<file path="src/rtl/xbar_err_regs.sv">
module xbar_err_regs #(
  parameter int NLINK = 16,
  parameter int AW    = 6,
  parameter int DW    = 8
) (
  input  logic             clk,
  input  logic             rst_n,
  input  logic [AW-1:0]    addr,
  input  logic             wr_en,
  input  logic             rd_en,
  input  logic [DW-1:0]    wr_data,
  output logic [DW-1:0]    rd_data,
  input  logic [NLINK-1:0] ev_cell,
  input  logic [NLINK-1:0] ev_recov,
  input  logic [NLINK-1:0] ev_thresh,
  input  logic [NLINK-1:0] ev_link,
  output logic             irq_n,
  output logic [NLINK-1:0] reinit,
  output logic [NLINK-1:0] out_en,
  output logic [NLINK-1:0] loopback,
  output logic [3:0]       cell_delay,
  output logic             bist_en
);
  localparam int NCLS = 4;
  localparam int PW   = 2 * DW;
  localparam logic [PW-1:0] LMASK = PW'((64'd1 << NLINK) - 64'd1);
  localparam logic [AW-1:0] A_STAT = AW'(8);
  localparam logic [AW-1:0] A_CTL  = AW'(9);
  localparam logic [AW-1:0] A_MISC = AW'(10);
  localparam logic [AW-1:0] A_RSY  = AW'(11);
  localparam logic [AW-1:0] A_ODIS = AW'(13);
  localparam logic [AW-1:0] A_LPBK = AW'(15);

  logic [PW-1:0]   err_q [NCLS];
  logic [PW-1:0]   ev    [NCLS];
  logic [PW-1:0]   clr   [NCLS];
  logic [PW-1:0]   odis_q, lpbk_q, reinit_q, rsy_mask, auto_mask;
  logic [DW-1:0]   ctl_q, rd_mux;
  logic [4:0]      misc_q;
  logic [NCLS-1:0] sum, en_sum, arm_q, rise;

  assign ev[0] = PW'(ev_cell);
  assign ev[1] = PW'(ev_recov);
  assign ev[2] = PW'(ev_thresh);
  assign ev[3] = PW'(ev_link);

  // class c reports on status bit NCLS-1-c
  always_comb begin
    for (int c = 0; c < NCLS; c++) begin
      sum[NCLS-1-c] = |err_q[c];
      clr[c] = '0;
      if (rd_en && addr == AW'(2*c))   clr[c] = {{DW{1'b0}}, {DW{1'b1}}};
      if (rd_en && addr == AW'(2*c+1)) clr[c] = {{DW{1'b1}}, {DW{1'b0}}};
    end
  end

  assign en_sum = sum & ctl_q[7:4];
  assign rise   = en_sum & ~arm_q;
  assign irq_n  = ~|(sum & ctl_q[3:0]);

  always_comb begin
    auto_mask = '0;
    for (int c = 0; c < NCLS; c++)
      if (rise[NCLS-1-c]) auto_mask = auto_mask | err_q[c];
  end

  assign rsy_mask = !wr_en                  ? '0 :
                    (addr == A_RSY)         ? PW'(wr_data) :
                    (addr == A_RSY + AW'(1)) ? {wr_data, {DW{1'b0}}} : '0;

  always_comb begin
    rd_mux = '0;
    for (int c = 0; c < NCLS; c++) begin
      if (addr == AW'(2*c))   rd_mux = err_q[c][DW-1:0];
      if (addr == AW'(2*c+1)) rd_mux = err_q[c][PW-1:DW];
    end
    if (addr == A_STAT)            rd_mux = DW'(sum);
    if (addr == A_CTL)             rd_mux = ctl_q;
    if (addr == A_MISC)            rd_mux = DW'(misc_q);
    if (addr == A_ODIS)            rd_mux = odis_q[DW-1:0];
    if (addr == A_ODIS + AW'(1))   rd_mux = odis_q[PW-1:DW];
    if (addr == A_LPBK)            rd_mux = lpbk_q[DW-1:0];
    if (addr == A_LPBK + AW'(1))   rd_mux = lpbk_q[PW-1:DW];
  end

  always_ff @(posedge clk or negedge rst_n) begin
    if (!rst_n) begin
      for (int c = 0; c < NCLS; c++) err_q[c] <= '0;
      arm_q    <= '0;
      reinit_q <= '0;
      rd_data  <= '0;
      ctl_q    <= '0;
      misc_q   <= '0;
      odis_q   <= '0;
      lpbk_q   <= '0;
    end else begin
      for (int c = 0; c < NCLS; c++) err_q[c] <= (err_q[c] & ~clr[c]) | ev[c];
      arm_q    <= en_sum;
      reinit_q <= (rsy_mask | auto_mask) & LMASK;
      rd_data  <= rd_en ? rd_mux : '0;
      if (wr_en) begin
        case (addr)
          A_CTL:             ctl_q  <= wr_data;
          A_MISC:            misc_q <= wr_data[4:0];
          A_ODIS:            odis_q[DW-1:0] <= wr_data & LMASK[DW-1:0];
          A_ODIS + AW'(1):   odis_q[PW-1:DW] <= wr_data & LMASK[PW-1:DW];
          A_LPBK:            lpbk_q[DW-1:0] <= wr_data & LMASK[DW-1:0];
          A_LPBK + AW'(1):   lpbk_q[PW-1:DW] <= wr_data & LMASK[PW-1:DW];
          default: ;
        endcase
      end
    end
  end

  assign reinit     = reinit_q[NLINK-1:0];
  assign out_en     = ~odis_q[NLINK-1:0];
  assign loopback   = lpbk_q[NLINK-1:0];
  assign cell_delay = misc_q[3:0];
  assign bist_en    = misc_q[4];
endmodule


</file>
<file path="config.mk">
export PLATFORM = sky130hd
export DESIGN_NAME = xbar_err_regs
export DESIGN_NICKNAME = d
export VERILOG_FILES = /design/src/rtl/xbar_err_regs.sv
export SDC_FILE = /design/constraint.sdc
export NUM_CORES = 1
export LEC_CHECK = 0
export BUFFER_PORTS_ARGS = -buffer_cell sky130_fd_sc_hd__buf_2
export CAP_MARGIN = 40
export CELL_PAD_IN_SITES_DETAIL_PLACEMENT = 1
export CELL_PAD_IN_SITES_GLOBAL_PLACEMENT = 1
export CORE_ASPECT_RATIO = 1.25
export CORE_MARGIN = 2
export CORE_UTILIZATION = 30
export DETAILED_ROUTE_END_ITERATION = 10
export GPL_ROUTABILITY_DRIVEN = 0
export PLACE_DENSITY = 0.66
export RECOVER_POWER = 100
export SYNTH_ARGS = -nofsm -noshare
export SYNTH_HDL_FRONTEND = slang
export SYNTH_SLANG_ARGS = --single-unit
</file>
<file path="constraint.sdc">
create_clock -name clk -period 2.2 [get_ports clk]
set_input_delay 0.44 -clock clk [delete_from_list [all_inputs] [get_ports clk]]
set_output_delay 0.44 -clock clk [all_outputs]
set_load 0.1 [all_outputs]
</file>
# After elaboration in Yosys (flattened, before gate mapping)

Cells that the tools add are included.

Bits in registers: 137
Input bits: 82
Output and inout bits: 62
Logic and storage cells: 102

Eq/ne operators: 16
Multiplexer cells: 31
Bitwise operators: 21
Reduce and logical (&&, ||, !) cells: 21

Operators with widths:

| kind                                                 | count |
|---|---|
| 2-to-1 mux 16 bit                                    | 11 |
| 2-to-1 mux 8 bit                                     | 20 |
| bitwise OR 16 bit                                    | 8 |
| NOT 16 bit                                           | 5 |
| bitwise AND 16 bit                                   | 4 |
| OR reduction 16 bit                                  | 4 |
| equality test 6 x 4 -> 1 bit (second input constant) | 8 |
| equality test 6 x 3 -> 1 bit (second input constant) | 4 |
| bitwise AND 4 bit                                    | 3 |
| equality test 6 x 2 -> 1 bit (second input constant) | 2 |
| AND reduction 2 bit                                  | 6 |
| logical AND 1 bit                                    | 8 |
| equality test 6 x 1 -> 1 bit (second input constant) | 1 |
| equality test 6 x 5 -> 1 bit (second input constant) | 1 |
| logical NOT 6 bit                                    | 1 |
| NOT 4 bit                                            | 1 |
| OR reduction 4 bit                                   | 1 |
| logical NOT 1 bit                                    | 1 |

# Depth between registers and ports, before layout

Gate-level depths: netlist of the first run.

Depth after elaboration: 17
Mapped depth: 9

# Worst setup path before layout of the first run

OpenSTA, ideal clock, no wires.

Path type: reg-to-output
Start point: reg err_q[14] (netlist name)
End point: out irq_n
Arrival time: 3296 ps
Slack: -1536 ps
Stages on the path, launching flop included: 5
Buffers on the path: 0
Cell sequence: dfrtp_1 nor4_1 nand4_1 a22o_1 a221oi_1

Cells in the longest elaborated chain, start to end: 4

RTL lines:

| what                | line | RTL |
|---|---|---|
| from (decl)         | 34   | `logic [PW-1:0] err_q [NCLS];` |
| OR reduction 16 bit | 50   | `sum[NCLS-1-c] = \|err_q[c];` |
| bitwise AND 4 bit   | 59   | `assign irq_n = ~\|(sum & ctl_q[3:0]);` |
| OR reduction 4 bit  | 59   |  |
| logical NOT 1 bit   | 59   |  |
| to (decl)           | 17   | `output logic irq_n,` |

Every way passes these cells.

# Worst setup path in the final report of the first run

Start point: reg err_q[1] (netlist name)
End point: out irq_n

The elaborated chain is that of the path after synthesis.

==> impl_metrics.yaml, run 1 <==
outcome:
  status: "finished with violations"
  violations: "setup timing"
power:
  p_leak_nw: 3.82
  total_power_w: 0.00853
  peakVddDrop_v: 0.000766
  p_per_area_nw_per_um2: 962
yosys:
  ys_seq_elements: 137
  ys_types: 58
  syn_inst: 557
  ys_seq_area_share_pct: 53.0
  synth_fp_nets: 639
  synthTopCellsByArea: "dfrtp_1 (53%), mux2_2 (9.2%), a21o_1 (7.5%)"
  yosysWarnings: 0
  yosysTopAreaCell: "dfrtp_1"
  netlist_area_um2: 6470
  syn_avg_cell_area_um2: 11.6
  synth_edf_count: 0
  ys_top_cells_by_count: "dfrtp_1 (137), a21o_1 (65), mux2_2 (53)"
  yosysMostFrequentCell: "dfrtp_1"
  synth_top_area_share_pct: 53.0
  yosys_most_used_dff: "dfrtp_1"
  synthArstFlopShare_pct: 100
timing:
  rsz0062_at_grt: "true"
  fin_skew_ps: 8.81
  slew_headroom_pct: 5.60
  max_freq_ghz: 0.379
  finalSetupViolCount: 9
  timing.final.crit_period_ps: 2640
  fin_ws_ps: -436
  finalHoldViolCount: 0
  fin_crit_sh_pct: 120
  worst_slew_pin_slew_ps: 1420
  finalMaxSlewViolations: 0
  setup_tns_ps: -559
clocking:
  cts_tree: "yes"
  cts.sinks: 137
  cts.reportedPaths.clkPinSlew_ps: 60
  insertion_delay_ps: 430
  htreeDepth: 4
  cts_inserted_buffers: 17
  root_buffer: "clkbuf_16"
  clk_path_buf_depth: 2
route:
  drt_iter0_markers: 293
  vias: 5797
  avgViaCountPerCell: 5.34
  drc: 0
  firstDrtPassIters: 4
  routed.top_layer: "met4"
  wl_met1_mm: 9.98
  wl_met3_mm: 1.19
  route.met2.wl_mm: 12.5
  avgRoutedWirePerCell_um: 22.8
  ant_nets: 0
  wl_mm: 24.7
floorplanning:
  die_w_um: 135
  die-area_um2: 22800
  fp.coreArea_um2: 21300
  io_pins: 144
  die_h_um: 168
  initial_core_util_pct: 30.4
  rows: 60
job:
  maxCapViolCount: 0
critical_path:
  cp_data_required_time_ps: 1760
  startpoint: "err_q[1]"
  reg2reg_depth: 6
  worstSetupEndpoint: "irq_n"
  critPathKind: "reg -> out"
  cp-start-kind: "flop"
  crit-reg2reg-launch: "err_q[37]"
  rr_endpoint: "reinit[3]"
  rrSetupSlack_ps: 60
  crit_path_max_fanout: 2
  arrival_ps: 2200
  cp-end-kind: "output pin"
global_route:
  grt_start_max_net_pins: 53
  antenna_found_initial: 0
  grt_pass1_vias: 6309
  overflow: 0
  grt_pass1_wl_mm: 37.5
  track_usage_pct: 22.2
final_layout:
  nets: 876
  nFillCells: 2389
  syn2layout_area_growth_pct: 36.9
  drive_gt1_share_pct: 41.5
  fin_cells: 1086
  antenna_cells: 0
placed_design:
  dp_hpwl_mm: 19.5
  numPortBuffers: 143
  dp_cells: 1053
worst_hold_path:
  min_path_type: "in -> reg"
-- critical path, cell delays in order (launching register included) --
cell	delay, ps
dfrtp_1	410
nor4_4	330
nand4_1	240
a22o_1	280
a221oi_4	280
buf_12	220
-- registers in the layout, summed over array words and instances (netlist names) --
signal	flops
arm_q	4
reinit	16
loopback	16
err_q	64
rd_data	8
ctl_q	8
misc_q	5
odis_q	16
-- through the flow --
| stage | worst slack (ps) | area (um^2) | util, % | hold slack, ps |
|---|---|---|---|---|
| after floorplan | -106 | 6520 | - | 144 |
| after global placement | -10.1 | 8250 | 38.7 | 441 |
| after detailed placement | -47.3 | 8260 | 38.7 | 448 |
| after CTS | -449 | 8930 | 41.9 | 165 |
| after global routing | -530 | 8860 | 41.6 | 177 |
| final | -436 | 8860 | 41.6 | 183 |
-- worst min-delay path by stage --
stage / from / to / cells after the start
final: ev_recov[0] / err_q[32] / 2
after global routing: ev_thresh[3] / err_q[19] / 2
after CTS: ev_recov[2] / err_q[34] / 2
after detailed placement: rst_n / reinit[4] / 1
after global placement: rst_n / reinit[4] / 1
after floorplan: rst_n / arm_q[0] / 0
-- area by class of cell --
type,count,area (um^2),share of cell area [%]
multi-input combinational,376,2910,32.8
clock buffer,18,429,4.84
tap,279,349,3.94
timing repair buffer,241,1470,16.6
clock inverter,14,198,2.23
sequential,137,3430,38.7
inverter,21,78.8,0.889
-- layout by cell type, fill, tap and decap left out, drive strengths merged, types with 5 or more instances in the layout --
cell    count
a21o       65
nand2      40
a21oi       5
clkinv      6
a22oi      38
nand3      23
dfrtp     137
inv        23
a221oi      6
a22o        8
mux2       53
mux4        6
o221ai      8
nor2       20
buf       168
nand2b      6
nor4       18
o21ai      15
nor2b       6
clkbuf     90
-- kinds of logic (layout without fill, tap and decap cells) --
logic type | Yosys count | count (layout) | share of synthesized area, %
DFF | 137 | 137 | 53.0
buffers and inverters | 44 | 294 | 3.07
muxes | 62 | 62 | 11.8
AOI/OAI and AO/OA | 172 | 172 | 19.8
and+or+nand+nor | 142 | 142 | 12.4
-- what timing repair did --
item                                   CTS  global route
setup buffers                            0             0
pin swaps                                2             2
setup endpoints to repair                1             1
hold buffers                             1             0
gates resized for setup                  4             3
endpoints found under the hold margin   49             0
-- metal layers --
| layer | up-vias | global-route usage [%] |
|---|---|---|
| met5 | - | 0 |
| met4 | 0 | 11.1 |
| met3 | 57 | 3.91 |
| met2 | 218 | 37.8 |
| met1 | 2927 | 26.9 |
| li1 | 2595 | - |
-- report_power, final --
group          total (W)  switching, W  internal (W)
combinational    0.00255       0.00206      0.000491
clock            0.00307       0.00116       0.00190
sequential       0.00291      0.000154       0.00275
total            0.00853       0.00338       0.00515
Power figures use the tool's default switching activity.
==> run 2, diff against run 1 <==
==> constraint.sdc (replaced) <==
create_clock -name clk -period 2.2 [get_ports clk]
set_input_delay 0.44 -clock clk [delete_from_list [all_inputs] [get_ports clk]]
set_output_delay 0.44 -clock clk [all_outputs]
set_load 0.02 [all_outputs]
==> run 2 against run 1 <==
The run ends with capacitance limit, slew limit, setup timing left. Sequential power is essentially flat. Via count shrank 1.3%. Count of clock-buffer cells in the layout is the same. Cell count shrank 0.28%. Largest cell class unchanged. Highest routed layer unchanged.
==> impl_metrics.yaml, run 2 (same netlist as run 1, synthesis figures left out) <==
outcome:
  status: "finished with violations"
  violations: "capacitance limit, slew limit, setup timing"
power:
  total_power_w: 0.00725
  p_switching_w: 0.00213
  seqPwrFrac_pct: 40.1
  power.internal_w: 0.00513
  sw_frac_of_total_pct: 29.3
  peakVddDrop_v: 0.000544
  p_per_area_nw_per_um2: 819
  p_leak_nw: 3.71
  clkPwrFrac_pct: 42.5
  combPwrFrac_pct: 17.4
route:
  drt_iter0_markers: 383
  ant_nets: 0
  avgRoutedWirePerCell_um: 23.1
  firstDrtPassIters: 4
  vias: 5724
  wl_mm: 25.1
  drc: 0
  avgViaCountPerCell: 5.29
timing:
  finalMaxSlewViolations: 57
  worst_slew_pin_slew_ps: 1580
  setup_tns_ps: -388
  max_freq_ghz: 0.386
  fin_ws_ps: -388
  timing.final.crit_period_ps: 2590
  finalHoldViolCount: 0
  finalSetupViolCount: 1
  fin_crit_sh_pct: 118
  slew_headroom_pct: -5.33
  rsz0062_at_grt: "true"
  fin_skew_ps: 14.1
  timing.hold.ws_ps: 173
clocking:
  insertion_delay_ps: 440
  cts_inserted_buffers: 17
  clk_path_buf_depth: 2
  root_buffer: "clkbuf_16"
  cts_tree: "yes"
  cts.sinks: 137
  htreeDepth: 4
  cts.reportedPaths.clkPinSlew_ps: 70
global_route:
  grt_pass1_wl_mm: 38.3
  overflow: 0
  antenna_found_initial: 1
  grt_pass1_vias: 6321
  track_usage_pct: 22.6
  grt_start_max_net_pins: 58
worst_hold_path:
  timing.hold.worst.start: "ev_cell[1]"
  min_to: "err_q[49]"
  holdPathStages: 2
  min_path_type: "in -> reg"
floorplanning:
  fp.coreArea_um2: 21300
  die_h_um: 168
  die-area_um2: 22800
  io_pins: 144
  rows: 60
  initial_core_util_pct: 30.4
  die_w_um: 135
final_layout:
  final_common_cell: "dfrtp_1"
  fin_area_um2: 8850
  final_cell_mix: "dfrtp_1 (137), buf_2 (121), buf_4 (87)"
  nFillCells: 2413
  largest_reg_flops: 64
  drive_gt1_share_pct: 41.1
  top_register: "err_q"
  nets: 872
  syn2layout_area_growth_pct: 36.7
critical_path:
  cp_data_required_time_ps: 1760
  reg2reg_depth: 6
  rrSetupSlack_ps: 70
  cp-end-kind: "output pin"
  crit_path_max_fanout: 2
  crit-reg2reg-launch: "err_q[62]"
  rr_endpoint: "reinit[7]"
  cp-start-kind: "flop"
  arrival_ps: 2150
  critPathKind: "reg -> out"
placed_design:
  placed_area_um2: 8140
  dp_worst_setup_slack_ps: -154
  dp_hpwl_mm: 19.6
  numPortBuffers: 143
job:
  maxCapViolCount: 1
run 2: cell count changes in the layout (fill, tap and decap cells not counted), sizes merged:
cell | before | now
clkbuf | 90 | 41
buf | 168 | 213
clkinv | 6 | 4
clkinvlp | 2 | 3
diode | 0 | 1
inv | 23 | 24
run 2: critical path: stages, from the launching register on:
cell	delay, ps
dfrtp_1	390
nor4_2	370
nand4_1	250
a22o_1	250
a221oi_2	190
buf_4	160
buf_6	110
run 2: routing by layer:
| layer | global-route usage, % | vias to the layer above | share of wire (%) |
|---|---|---|---|
| met2 | 38.6 | 212 | 51 |
| li1 | - | 2580 | - |
| met3 | 3.55 | 48 | 4.6 |
| met5 | 0 | - | 0 |
| met4 | 11.4 | 0 | 3.9 |
| met1 | 27.4 | 2884 | 41 |
run 2: timing repair:
action / 4_1_cts / 5_1_grt
hold buffers: 1 / 0
endpoints found under the setup margin: 2 / 16
setup buffers: 4 / 0
resized for setup: 11 / 5
gates cloned: 0 / 0
endpoints found under the hold margin: 2 / 0
pin swaps: 5 / 1
run 2: power groups by stage:
stage	combinational (W)	clock, W	sequential [W]
after global placement	0.00124	0	0.00294
final	0.00126	0.00308	0.00291
after global routing	0.00136	0.00324	0.00293
after detailed placement	0.00127	0	0.00294
after floorplan	0.000497	0	0.00310
after CTS	0.00130	0.00312	0.00291
run 2: area by class of cell:
type | instances | area [um^2] | area share [%]
Multi-Input combinational cell | 376 | 2920 | 33.0
Clock buffer | 18 | 429 | 4.85
Timing Repair Buffer | 237 | 1450 | 16.4
Antenna cell | 1 | 2.50 | 0.0283
Tap cell | 279 | 349 | 3.94
Inverter | 21 | 78.8 | 0.890
Clock inverter | 14 | 196 | 2.22
Sequential cell | 137 | 3430 | 38.7
run 2: stage by stage:
stage | util, % | cells
5_1_grt | 41.5 | 1083
2_1_floorplan | - | 557
3_5_place_dp | 38.2 | 1045
4_1_cts | 41.6 | 1082
3_3_place_gp | 38.2 | 1044
6_report | 41.5 | 1083
run 2: worst max path at each step:
stage,slack [ps],cells after the start,to,from
finish,-390,6,irq_n,err_q[1]
global route,-550,6,irq_n,err_q[27]
floorplan,150,4,irq_n,err_q[14]
detailed placement,-150,6,irq_n,err_q[1]
CTS,-420,6,irq_n,err_q[27]
global placement,-80,6,irq_n,err_q[1]
==> run 3, diff against run 2 <==
--- a/config.mk
+++ b/config.mk
@@ -12,6 +12,7 @@
 export CORE_ASPECT_RATIO = 1.25
 export CORE_MARGIN = 2
 export CORE_UTILIZATION = 30
+export CTS_BUF_LIST = sky130_fd_sc_hd__clkbuf_2
 export DETAILED_ROUTE_END_ITERATION = 10
 export GPL_ROUTABILITY_DRIVEN = 0
 export PLACE_DENSITY = 0.66
==> run 3 against run 2 <==
The flow still finishes with violations (capacitance limit, slew limit, setup timing). First-iteration DRC count is 0.78% lower. Worst setup slack lost 410 ps. Worst hold slack got worse by 110 ps. Routed wire length up 5.9%. Highest routed layer unchanged.
==> impl_metrics.yaml, run 3 (same netlist as run 1, synthesis figures left out) <==
outcome:
  status: "finished with violations"
  violations: "capacitance limit, slew limit, setup timing"
clocking:
  htreeDepth: 4
  root_buffer: "clkbuf_2"
  cts_tree: "yes"
  cts.reportedPaths.clkPinSlew_ps: 260
  insertion_delay_ps: 790
  clk_path_buf_depth: 2
  cts_inserted_buffers: 17
  cts.sinks: 137
global_route:
  grt_pass1_vias: 6728
  grt_pass1_wl_mm: 40.3
  track_usage_pct: 23.7
  antenna_found_initial: 3
  grt_start_max_net_pins: 58
  overflow: 0
timing:
  timing.hold.ws_ps: 60.1
  finalMaxSlewViolations: 58
  slew_headroom_pct: -4.88
  finalHoldViolCount: 0
  timing.final.crit_period_ps: 3000
  fin_ws_ps: -802
  worst_slew_pin_slew_ps: 1570
  finalSetupViolCount: 5
  fin_crit_sh_pct: 136
  setup_tns_ps: -904
  max_freq_ghz: 0.333
  rsz0062_at_grt: "true"
  fin_skew_ps: 49.1
critical_path:
  cp-start-kind: "flop"
  startpoint: "err_q[19]"
  worst_path_max_delay_cell: "dfrtp_1"
  critPathKind: "reg -> out"
  crit-reg2reg-launch: "err_q[46]"
  rr_endpoint: "reinit[11]"
  max_stage_delay_ps: 460
  rrSetupSlack_ps: 130
  path_buf_inv: 2
  arrival_ps: 2560
  cp_data_required_time_ps: 1760
  reg2reg_depth: 7
  path_cells: "nor4_2, nand4_1, a22o_1, a221oi_2, buf_4, buf_6"
  cpLargestDelayFamily: "simple AND/OR/NAND/NOR gates"
  cp-end-kind: "output pin"
  crit_path_max_fanout: 4
power:
  peakVddDrop_v: 0.000326
  p_switching_w: 0.00201
  seqPwrFrac_pct: 47.7
  clkPwrFrac_pct: 29.7
  p_per_area_nw_per_um2: 665
  power.internal_w: 0.00408
  sw_frac_of_total_pct: 33.0
  combPwrFrac_pct: 22.7
  p_leak_nw: 3.87
final_layout:
  final_cell_mix: "buf_2 (139), dfrtp_1 (137), buf_4 (78)"
  fin_cells: 1155
  top_register: "err_q"
  drive_gt1_share_pct: 38.5
  syn2layout_area_growth_pct: 41.5
  nFillCells: 2429
  nets: 942
  fin_area_um2: 9160
  final_common_cell: "buf_2"
  largest_reg_flops: 64
route:
  drt_iter0_markers: 380
  firstDrtPassIters: 5
  vias: 6075
  avgViaCountPerCell: 5.26
  avgRoutedWirePerCell_um: 23.0
  ant_nets: 0
  drc: 0
  wl_mm: 26.5
floorplanning:
  fp.coreArea_um2: 21300
  die-area_um2: 22800
  io_pins: 144
  die_h_um: 168
  initial_core_util_pct: 30.4
  rows: 60
  die_w_um: 135
placed_design:
  dp_cells: 1045
  dp_hpwl_mm: 19.6
  numPortBuffers: 143
  placed_area_um2: 8140
worst_hold_path:
  min_to: "misc_q[4]"
  timing.hold.worst.start: "wr_data[4]"
  min_path_type: "in -> reg"
  holdPathStages: 2
job:
  maxCapViolCount: 1
-- run 3: cell types whose count changed in the layout (fill, tap and decap cells not counted), moves of 2 or more --
cell | previous run | this run
diode_2 | 1 | 3
clkbuf_16 | 17 | 0
buf_4 | 87 | 78
clkbuf_2 | 1 | 20
dlygate4sd3_1 | 1 | 70
clkbuf_1 | 21 | 14
buf_2 | 121 | 139
-- run 3: what timing repair did --
action,CTS,global route
setup buffers,4,1
resized for setup,12,7
setup endpoints to repair,3,14
pin swaps,6,2
hold buffers,70,0
hold endpoints to repair,143,0
-- run 3: metal layers --
metal | up-vias | track usage, % | part of all wire [%]
met1 | 3071 | 28.4 | 41
met5 | - | 0 | 0
met3 | 65 | 3.28 | 3.9
met2 | 219 | 40.9 | 51
met4 | 0 | 12.8 | 5.0
li1 | 2720 | - | -
-- run 3: worst max path at each step --
| stage | end | slack (ps) | depth (start not counted) |
|---|---|---|---|
| global route | irq_n | -1010 | 6 |
| CTS | irq_n | -860 | 6 |
| floorplan | irq_n | 150 | 4 |
| finish | irq_n | -800 | 6 |
| global placement | irq_n | -80 | 6 |
| detailed placement | irq_n | -150 | 6 |
-- run 3: layout make-up --
| type | count | area [um^2] | area share (%) |
|---|---|---|---|
| antenna | 3 | 7.51 | 0.0820 |
| tap | 279 | 349 | 3.81 |
| inverter | 21 | 78.8 | 0.861 |
| multi-input combinational | 376 | 2910 | 31.7 |
| sequential | 137 | 3430 | 37.4 |
| clock buffer | 18 | 90.1 | 0.983 |
| timing repair buffer | 307 | 2100 | 23.0 |
| clock inverter | 14 | 196 | 2.14 |
-- run 3: through the flow --
step                      utilization [%]  setup slack [ps]  total power, W
final                                43.0              -802         0.00609
after global routing                 43.0             -1010         0.00638
after CTS                            43.2              -858         0.00614
after detailed placement             38.2              -154         0.00422
after global placement               38.2             -75.7         0.00418
after floorplan                         -               151         0.00360
-- run 3: power by group through the flow --
| stage | clock [W] | combinational [W] | sequential (W) |
|---|---|---|---|
| global route | 0.00196 | 0.00148 | 0.00294 |
| floorplan | 0 | 0.000497 | 0.00310 |
| finish | 0.00181 | 0.00138 | 0.00290 |
| detailed placement | 0 | 0.00127 | 0.00294 |
| CTS | 0.00185 | 0.00139 | 0.00290 |
| global placement | 0 | 0.00124 | 0.00294 |
